$ cat config.mk
export PLATFORM = sky130hd
export DESIGN_NAME = pair_detect_top
export DESIGN_NICKNAME = d
export VERILOG_FILES = /design/src/rtl/pair_pkg.sv /design/src/rtl/pair_lead_class.sv /design/src/rtl/pair_follow_class.sv /design/src/rtl/pair_rule_eval.sv /design/src/rtl/pair_detect_top.sv
export SDC_FILE = /design/constraint.sdc
export NUM_CORES = 1
export LEC_CHECK = 0
export BUFFER_PORTS_ARGS = -buffer_cell sky130_fd_sc_hd__buf_2
export CORE_AREA = 2 2 39 41
export CTS_CLUSTER_DIAMETER = 80
export DETAILED_ROUTE_END_ITERATION = 8
export DIE_AREA = 0 0 41 43
export HOLD_SLACK_MARGIN = 0.15
export PLACE_DENSITY = 0.77
export SYNTH_ARGS = -nofsm -noshare
export SYNTH_HDL_FRONTEND = slang
export SYNTH_HIERARCHICAL = 1
export SYNTH_SLANG_ARGS = --single-unit
$ cat constraint.sdc
create_clock -name clk_i -period 2.6 [get_ports clk_i]
set_clock_uncertainty 0.2 [all_clocks]
set_input_delay 0.52 -clock clk_i [delete_from_list [all_inputs] [get_ports clk_i]]
set_output_delay 0.52 -clock clk_i [all_outputs]
set_load 0.05 [all_outputs]
$ cat src/rtl/pair_pkg.sv
package pair_pkg;

  localparam int unsigned FAM_W = 7;

  typedef logic [FAM_W-1:0] fam_t;

  localparam fam_t FAM_NOP   = fam_t'(0);
  localparam fam_t FAM_EXG   = fam_t'(1);
  localparam fam_t FAM_DBR   = fam_t'(2);
  localparam fam_t FAM_MOV   = fam_t'(3);
  localparam fam_t FAM_MOVA  = fam_t'(4);
  localparam fam_t FAM_CMP   = fam_t'(5);
  localparam fam_t FAM_CMPA  = fam_t'(6);
  localparam fam_t FAM_BCND  = fam_t'(7);
  localparam fam_t FAM_BTST  = fam_t'(8);
  localparam fam_t FAM_LEA   = fam_t'(9);
  localparam fam_t FAM_JMP   = fam_t'(10);
  localparam fam_t FAM_JSUB  = fam_t'(11);
  localparam fam_t FAM_MULU  = fam_t'(12);
  localparam fam_t FAM_MULS  = fam_t'(13);
  localparam fam_t FAM_DIVU  = fam_t'(14);
  localparam fam_t FAM_DIVS  = fam_t'(15);
  localparam fam_t FAM_ADD   = fam_t'(16);
  localparam fam_t FAM_SUB   = fam_t'(17);
  // 16..27 form a contiguous arithmetic/logic block that follows shifts
  localparam fam_t FAM_ALU_LO = fam_t'(16);
  localparam fam_t FAM_ALU_HI = fam_t'(27);
  localparam fam_t FAM_BCDA  = fam_t'(26);
  localparam fam_t FAM_BCDS  = fam_t'(27);

  localparam int unsigned SHIFT_BASE  = 32;
  localparam int unsigned SHIFT_COUNT = 8;

  // Role of a family when it is the earlier instruction of a pair
  typedef struct packed {
    logic shift;
    logic exg;
    logic cmp;
    logic btst;
    logic mul;
    logic addsub;
    logic bcd;
  } lead_role_t;

  // Role of a family when it is the later instruction of a pair
  typedef struct packed {
    logic shift_fol;
    logic dbr;
    logic mov;
    logic mova;
    logic bcnd;
    logic div;
    logic jsub;
  } follow_role_t;

endpackage

$ cat src/rtl/pair_lead_class.sv
module pair_lead_class
  import pair_pkg::*;
#(
  parameter int unsigned SH_BASE  = SHIFT_BASE,
  parameter int unsigned SH_COUNT = SHIFT_COUNT
) (
  input  fam_t       fam_i,
  output lead_role_t role_o
);

  logic [SH_COUNT-1:0] sh_hit;

  for (genvar gi = 0; gi < SH_COUNT; gi++) begin : g_shift
    assign sh_hit[gi] = (fam_i == fam_t'(SH_BASE + gi));
  end

  always_comb begin
    role_o        = '0;
    role_o.shift  = |sh_hit;
    role_o.exg    = (fam_i == FAM_EXG);
    role_o.cmp    = (fam_i == FAM_CMP) || (fam_i == FAM_CMPA);
    role_o.btst   = (fam_i == FAM_BTST);
    role_o.mul    = (fam_i == FAM_MULU) || (fam_i == FAM_MULS);
    role_o.addsub = (fam_i == FAM_ADD) || (fam_i == FAM_SUB);
    role_o.bcd    = (fam_i == FAM_BCDA) || (fam_i == FAM_BCDS);
  end

  always_comb begin
    assert ($countones({role_o.shift, role_o.exg, role_o.cmp, role_o.btst,
                        role_o.mul, role_o.addsub, role_o.bcd}) <= 1)
      else $error("p_lead_onehot_r2: family in more than one lead group");
  end

endmodule

$ cat src/rtl/pair_follow_class.sv
module pair_follow_class
  import pair_pkg::*;
(
  input  fam_t         fam_i,
  output follow_role_t role_o
);

  logic alu_blk;

  always_comb begin
    alu_blk          = (fam_i >= FAM_ALU_LO) && (fam_i <= FAM_ALU_HI);
    role_o           = '0;
    role_o.dbr       = (fam_i == FAM_DBR);
    role_o.mov       = (fam_i == FAM_MOV);
    role_o.mova      = (fam_i == FAM_MOVA);
    role_o.bcnd      = (fam_i == FAM_BCND);
    role_o.div       = (fam_i == FAM_DIVU) || (fam_i == FAM_DIVS);
    role_o.jsub      = (fam_i == FAM_JSUB);
    role_o.shift_fol = role_o.dbr || role_o.mov || role_o.mova ||
                       (fam_i == FAM_LEA) || (fam_i == FAM_JMP) || alu_blk;
  end

endmodule

$ cat src/rtl/pair_rule_eval.sv
module pair_rule_eval
  import pair_pkg::*;
(
  input  lead_role_t   lead_i,
  input  follow_role_t fol_i,
  output logic         pair_o
);

  logic r_shift, r_exg, r_cmp, r_mul, r_arith;

  always_comb begin
    r_shift = lead_i.shift && fol_i.shift_fol;
    r_exg   = lead_i.exg && (fol_i.dbr || fol_i.mov || fol_i.mova);
    r_cmp   = (lead_i.cmp || lead_i.btst) && fol_i.bcnd;
    r_mul   = lead_i.mul && (fol_i.mov || fol_i.mova || fol_i.div || fol_i.jsub);
    r_arith = (lead_i.addsub && fol_i.mov) || (lead_i.bcd && fol_i.dbr);
    pair_o  = r_shift || r_exg || r_cmp || r_mul || r_arith;
  end

  always_comb begin
    if (fol_i.bcnd) begin
      assert (pair_o == (lead_i.cmp || lead_i.btst))
        else $error("p_branch_lead_r5: branch pairing mismatch");
    end
  end

endmodule

$ cat src/rtl/pair_detect_top.sv
module pair_detect_top
  import pair_pkg::*;
(
  input  logic             clk_i,
  input  logic             rst_ni,
  input  logic             retire_i,
  input  logic [FAM_W-1:0] family_i,
  input  logic             flush_i,
  output logic             paired_o,
  output logic [FAM_W-1:0] prev_family_o
);

  fam_t         prev_q, prev_d;
  logic         pair_q, pair_d;
  logic         state_en;
  lead_role_t   lead_role;
  follow_role_t fol_role;
  logic         pair_hit;

  pair_lead_class #(
    .SH_BASE (SHIFT_BASE),
    .SH_COUNT(SHIFT_COUNT)
  ) u_lead (
    .fam_i (prev_q),
    .role_o(lead_role)
  );

  pair_follow_class u_fol (
    .fam_i (family_i),
    .role_o(fol_role)
  );

  pair_rule_eval u_eval (
    .lead_i(lead_role),
    .fol_i (fol_role),
    .pair_o(pair_hit)
  );

  // next state
  always_comb begin
    state_en = flush_i || retire_i;
    prev_d   = prev_q;
    pair_d   = pair_q;
    if (flush_i) begin
      prev_d = FAM_NOP;
      pair_d = 1'b0;
    end else if (retire_i) begin
      prev_d = family_i;
      pair_d = pair_hit;
    end
  end

  // registers
  always_ff @(posedge clk_i or negedge rst_ni) begin
    if (!rst_ni) begin
      prev_q <= FAM_NOP;
      pair_q <= 1'b0;
    end else if (state_en) begin
      prev_q <= prev_d;
      pair_q <= pair_d;
    end
  end

  assign paired_o      = pair_q;
  assign prev_family_o = prev_q;

  p_flush_clear_r10: assert property (@(posedge clk_i) disable iff (!rst_ni)
    flush_i |=> (prev_family_o == FAM_NOP) && !paired_o);

  p_idle_hold_r9: assert property (@(posedge clk_i) disable iff (!rst_ni)
    (!retire_i && !flush_i) |=> $stable(prev_family_o) && $stable(paired_o));

  p_prev_track_r2: assert property (@(posedge clk_i) disable iff (!rst_ni)
    (retire_i && !flush_i) |=> prev_family_o == $past(family_i));

  p_div_mul_r8: assert property (@(posedge clk_i) disable iff (!rst_ni)
    (retire_i && !flush_i && (prev_family_o == FAM_DIVU || prev_family_o == FAM_DIVS)
     && (family_i == FAM_MULU || family_i == FAM_MULS)) |=> !paired_o);

  p_mov_dbr_r8: assert property (@(posedge clk_i) disable iff (!rst_ni)
    (retire_i && !flush_i && prev_family_o == FAM_MOV && family_i == FAM_DBR)
      |=> !paired_o);

  p_mul_div_r6: assert property (@(posedge clk_i) disable iff (!rst_ni)
    (retire_i && !flush_i && (prev_family_o == FAM_MULU || prev_family_o == FAM_MULS)
     && (family_i == FAM_DIVU || family_i == FAM_DIVS)) |=> paired_o);

  p_nop_lead_r8: assert property (@(posedge clk_i) disable iff (!rst_ni)
    (retire_i && !flush_i && prev_family_o == FAM_NOP) |=> !paired_o);

endmodule

## Word level (Yosys, flattened, before mapping)

Index checks and enable logic that the tools add are counted.

| storage, ports and cells | value |
|---|---|
| input port bits | 11 |
| bits in registers | 8 |
| word-level logic and storage cells | 65 |
| output and inout port bits | 8 |

| cells by class | value |
|---|---|
| reduce and logical (&&, ||, !) cells | 30 |
| magnitude comparators | 2 |
| muxes and demuxes | 4 |
| equal/unequal tests | 27 |

Operator list:

| kind | count |
|---|---|
| == test 7 x 4 -> 1 bit, second input constant | 8 |
| == test 7 x 6 -> 1 bit, second input constant | 8 |
| == test 7 x 3 -> 1 bit, second input constant | 4 |
| == test 7 x 5 -> 1 bit, second input constant | 4 |
| logical OR 1 bit | 20 |
| == test 7 x 2 -> 1 bit, second input constant | 2 |
| 2-to-1 mux 7 bit | 2 |
| OR reduction 8 bit | 1 |
| == test 7 x 1 -> 1 bit, second input constant | 1 |
| >= comparator 7 x 5 -> 1 bit, second input constant | 1 |
| less-or-equal comparator 7 x 5 -> 1 bit, second input constant | 1 |
| logical AND 1 bit | 7 |
| 2-to-1 mux 1 bit | 2 |
| AND reduction 2 bit | 1 |
| nonzero test 2 bit | 1 |

## Longest topological paths before layout

| logic depth | value |
|---|---|
| word-level depth | 13 |
| depth in mapped cells | 8 |
| depth with buffers taken out | 7 |

## Cells and area by module

Netlist, hierarchy kept.

Modules (own cells, without submodules):

| module | instances | cells an instance | seq. area each (um^2) | area each (um^2) |
|---|---|---|---|---|
| pair_detect_top | 1 | 26 | 200.2 | 325.3 |
| pair_follow_class | 1 | 19 | 0.0 | 130.1 |
| pair_lead_class | 1 | 11 | 0.0 | 100.1 |
| pair_rule_eval | 1 | 5 | 0.0 | 45.0 |

## Worst setup path after synthesis

OpenSTA, ideal clock, no wires.

| timing path | value |
|---|---|
| path type | in2reg |
| from | in family_i[3] |
| to | reg pair_q, in the netlist paired_o |
| setup time | 0.073 ns |
| arrival | 1.850 ns |
| data required time | 2.327 ns |
| path slack | 0.477 ns |
| path buffers | 1 |
| stages | 8 |
| path through | buf_6 or4b_1 o31a_1 a311oi_1 a222oi_1 nand4_1 mux2i_1 nor2_1 |

RTL lines:

| item | RTL line | source |
|---|---|---|
| start: declaration | pair_detect_top.sv:7 | `input logic [FAM_W-1:0] family_i,` |
| end signal: assignment | pair_detect_top.sv:60 | `pair_q <= pair_d;` |
| end: declaration | pair_detect_top.sv:14 | `logic pair_q, pair_d;` |

==> results.toml <==
[run]
max_cap_viol_count = 0

[drt]
drc = 0
vias = 543
ant_nets = 0
drt-total-wl_mm = 1.32
vias_per_cell = 5.66
avgRoutedWirePerCell_um = 13.7
dr.pass1.iters = 4
detail_route.iter0.violations = 13

[logic_synthesis]
synth_seq_area_share = 0.333
ys_top_cells_by_area = "dfrtp_1 33%, mux2i_1 13%, nor2_1 6.3%"
synth_flop_cell = "dfrtp_1"
syn_area_um2 = 601
synth_enable_flop_cells = 0
synth-seq-cells = 8
synth_cell_type_count = 28
synth_area_per_cell_um2 = 9.85
synth_largest_area_cell = "dfrtp_1"
synthCells = 61
netlist.area_leader.share = 0.333
yosys_warnings = 6
ys_async_sr_fraction = 1.00
synth_nets = 72

[final_layout]
n_antenna_cell = 0
finalNetCount = 93
most-common-layout-cells = "18 x buf_2, 10 x nor2_1, 8 x mux2i_1, 8 x dfrtp_1"
syn2layout_area_growth_pct = 19.4
fin_util = 0.518
layout_commonest_cell = "buf_2"
drive_gt1_frac = 0.350
stdcell_area_um2 = 717

[clock_network]
postCtsSetupBuffers = 0
cts.sinks = 8
ctsLongestPathBuffers = 2
clock_latency_ns = 0.24
cts_hold_buf = 1
cts_buffers = 3
htreeDepth = 1
cts_resized = 0
clk_pin_slew_ns = 0.05
cts_tree = "yes"
cts-root-buf = "clkbuf_4"

[min_path]
worstHoldPathType = "reg -> reg"

[timing]
max_freq_ghz = 0.435
final-setup-viol-count = 0
grt_setup_unrepaired = "false"
fin_crit_sh = 0.884
setup_ws_ns = 0.303
fin_crit_ns = 2.30
final_hold_viol_count = 0
slew_headroom = 0.632
slew_violations = 0
fin_setup_tns_ns = 0
worst_pin_slew_ns = 0.545

[die]
coreArea_um2 = 1380
chipHeight_um = 43
ios = 19
start_util = 0.434
die_area_um2 = 1760
die_w_um = 41
row_count = 14

[critical_path]
start_kind = "input pin"
cp.arrival_ns = 2.28
cp_cell_sequence = "buf_2 > nor4b_1 > nand2b_1 > nor3b_1 > o31ai_1 > nand4_1 > mux2i_1 > nor2_1"
crit_fanout = 4
required_ns = 2.58
slowest_stage = "nor4b_1"
end_kind = "register"
cpPeakStageDelay_ns = 0.53
critPathKind = "in -> reg"

[place]
place_congestion = 0.717
dpl.hpwl_mm = 1.03
place_ws_ns = 0.133
io_buffers = 18
dpl_cell_area_um2 = 684

[global_route]
grt_pass1_vias = 494
globalRouteOverflowTotal = 0
grtUsageTotal = 0.170
antenna_found_initial = 0
grt_pass1_wl_mm = 2.08
grt_max_degree = 11

[run_status]
status = "complete, no violations"

[power_and_ir_drop]
p_per_area_nw_per_um2 = 434
leakage_nw = 0.352
peakVddDrop_v = 0.000253
[final cells by class]
cell class | instances | area, um^2
timing repair buffer | 19 | 100
inverter | 1 | 3.75
sequential | 8 | 200
clock buffer | 3 | 22.5
multi-input combinational | 49 | 370
fill | 139 | 667
tap | 16 | 20.0
[cell families after synthesis]
group	count (synthesis)	synth area share
flops	8	0.333
compound gates	7	0.110
buf+inv	4	0.0500
mux	8	0.133
simple gates	33	0.358
xor+xnor	1	0.0146
[synth_stat cells (2+ instances only)]
cell,n
or4b_1,2
nand2_1,3
buf_6,2
nor4_1,2
nor3b_1,3
nor3_1,2
nor4b_1,2
nor2_1,10
nor4b_2,2
dfrtp_1,8
mux2i_1,8
[final timing paths]
check | depth (start not counted) | start | to | slack, ns
worst max-delay path | 8 | family_i[5] | paired_o | 0.30
worst min register to register | 2 | paired_o | paired_o | 0.33
worst max register to register | 6 | prev_family_o[1] | paired_o | 0.65
min in group asynchronous | 2 | rst_ni | prev_family_o[0] | 0.45
max in group asynchronous | 2 | rst_ni | prev_family_o[5] | 1.59
worst min-delay path | 2 | paired_o | paired_o | 0.33
[layer usage]
metal	vias to the layer above	part of all wire	track usage
met2	11	0.51	0.272
met3	0	0.040	0.0157
met5	-	0	0
met4	0	0	0.0800
li1	277	-	-
met1	255	0.44	0.218
[worst max-delay path, delay by kind of cell]
kind	cells	cell delay (ns)
simple gates	5	1.39
buf+inv	1	0.12
mux	1	0.08
compound gates	1	0.17
[stage by stage]
stage	std cells	hold slack [ns]	total power, W
2_1_floorplan	61	0.0244	0.000199
3_3_place_gp	92	0.164	0.000223
3_5_place_dp	92	0.167	0.000224
4_1_cts	96	0.332	0.000317
5_1_grt	96	0.341	0.000331
6_report	96	0.325	0.000311
[flip-flops by register name, summed over array words and instances, names as in the netlist]
register / count
prev_family_o: 7
paired_o: 1
[report_power, final]
part / internal (W) / leakage (nW) / switching [W]
Clock: 0.0000524 / 0.0138 / 0.0000359
Combinational: 0.0000293 / 0.231 / 0.0000523
Sequential: 0.000131 / 0.107 / 0.0000103
(Power assumes the default switching activity.)
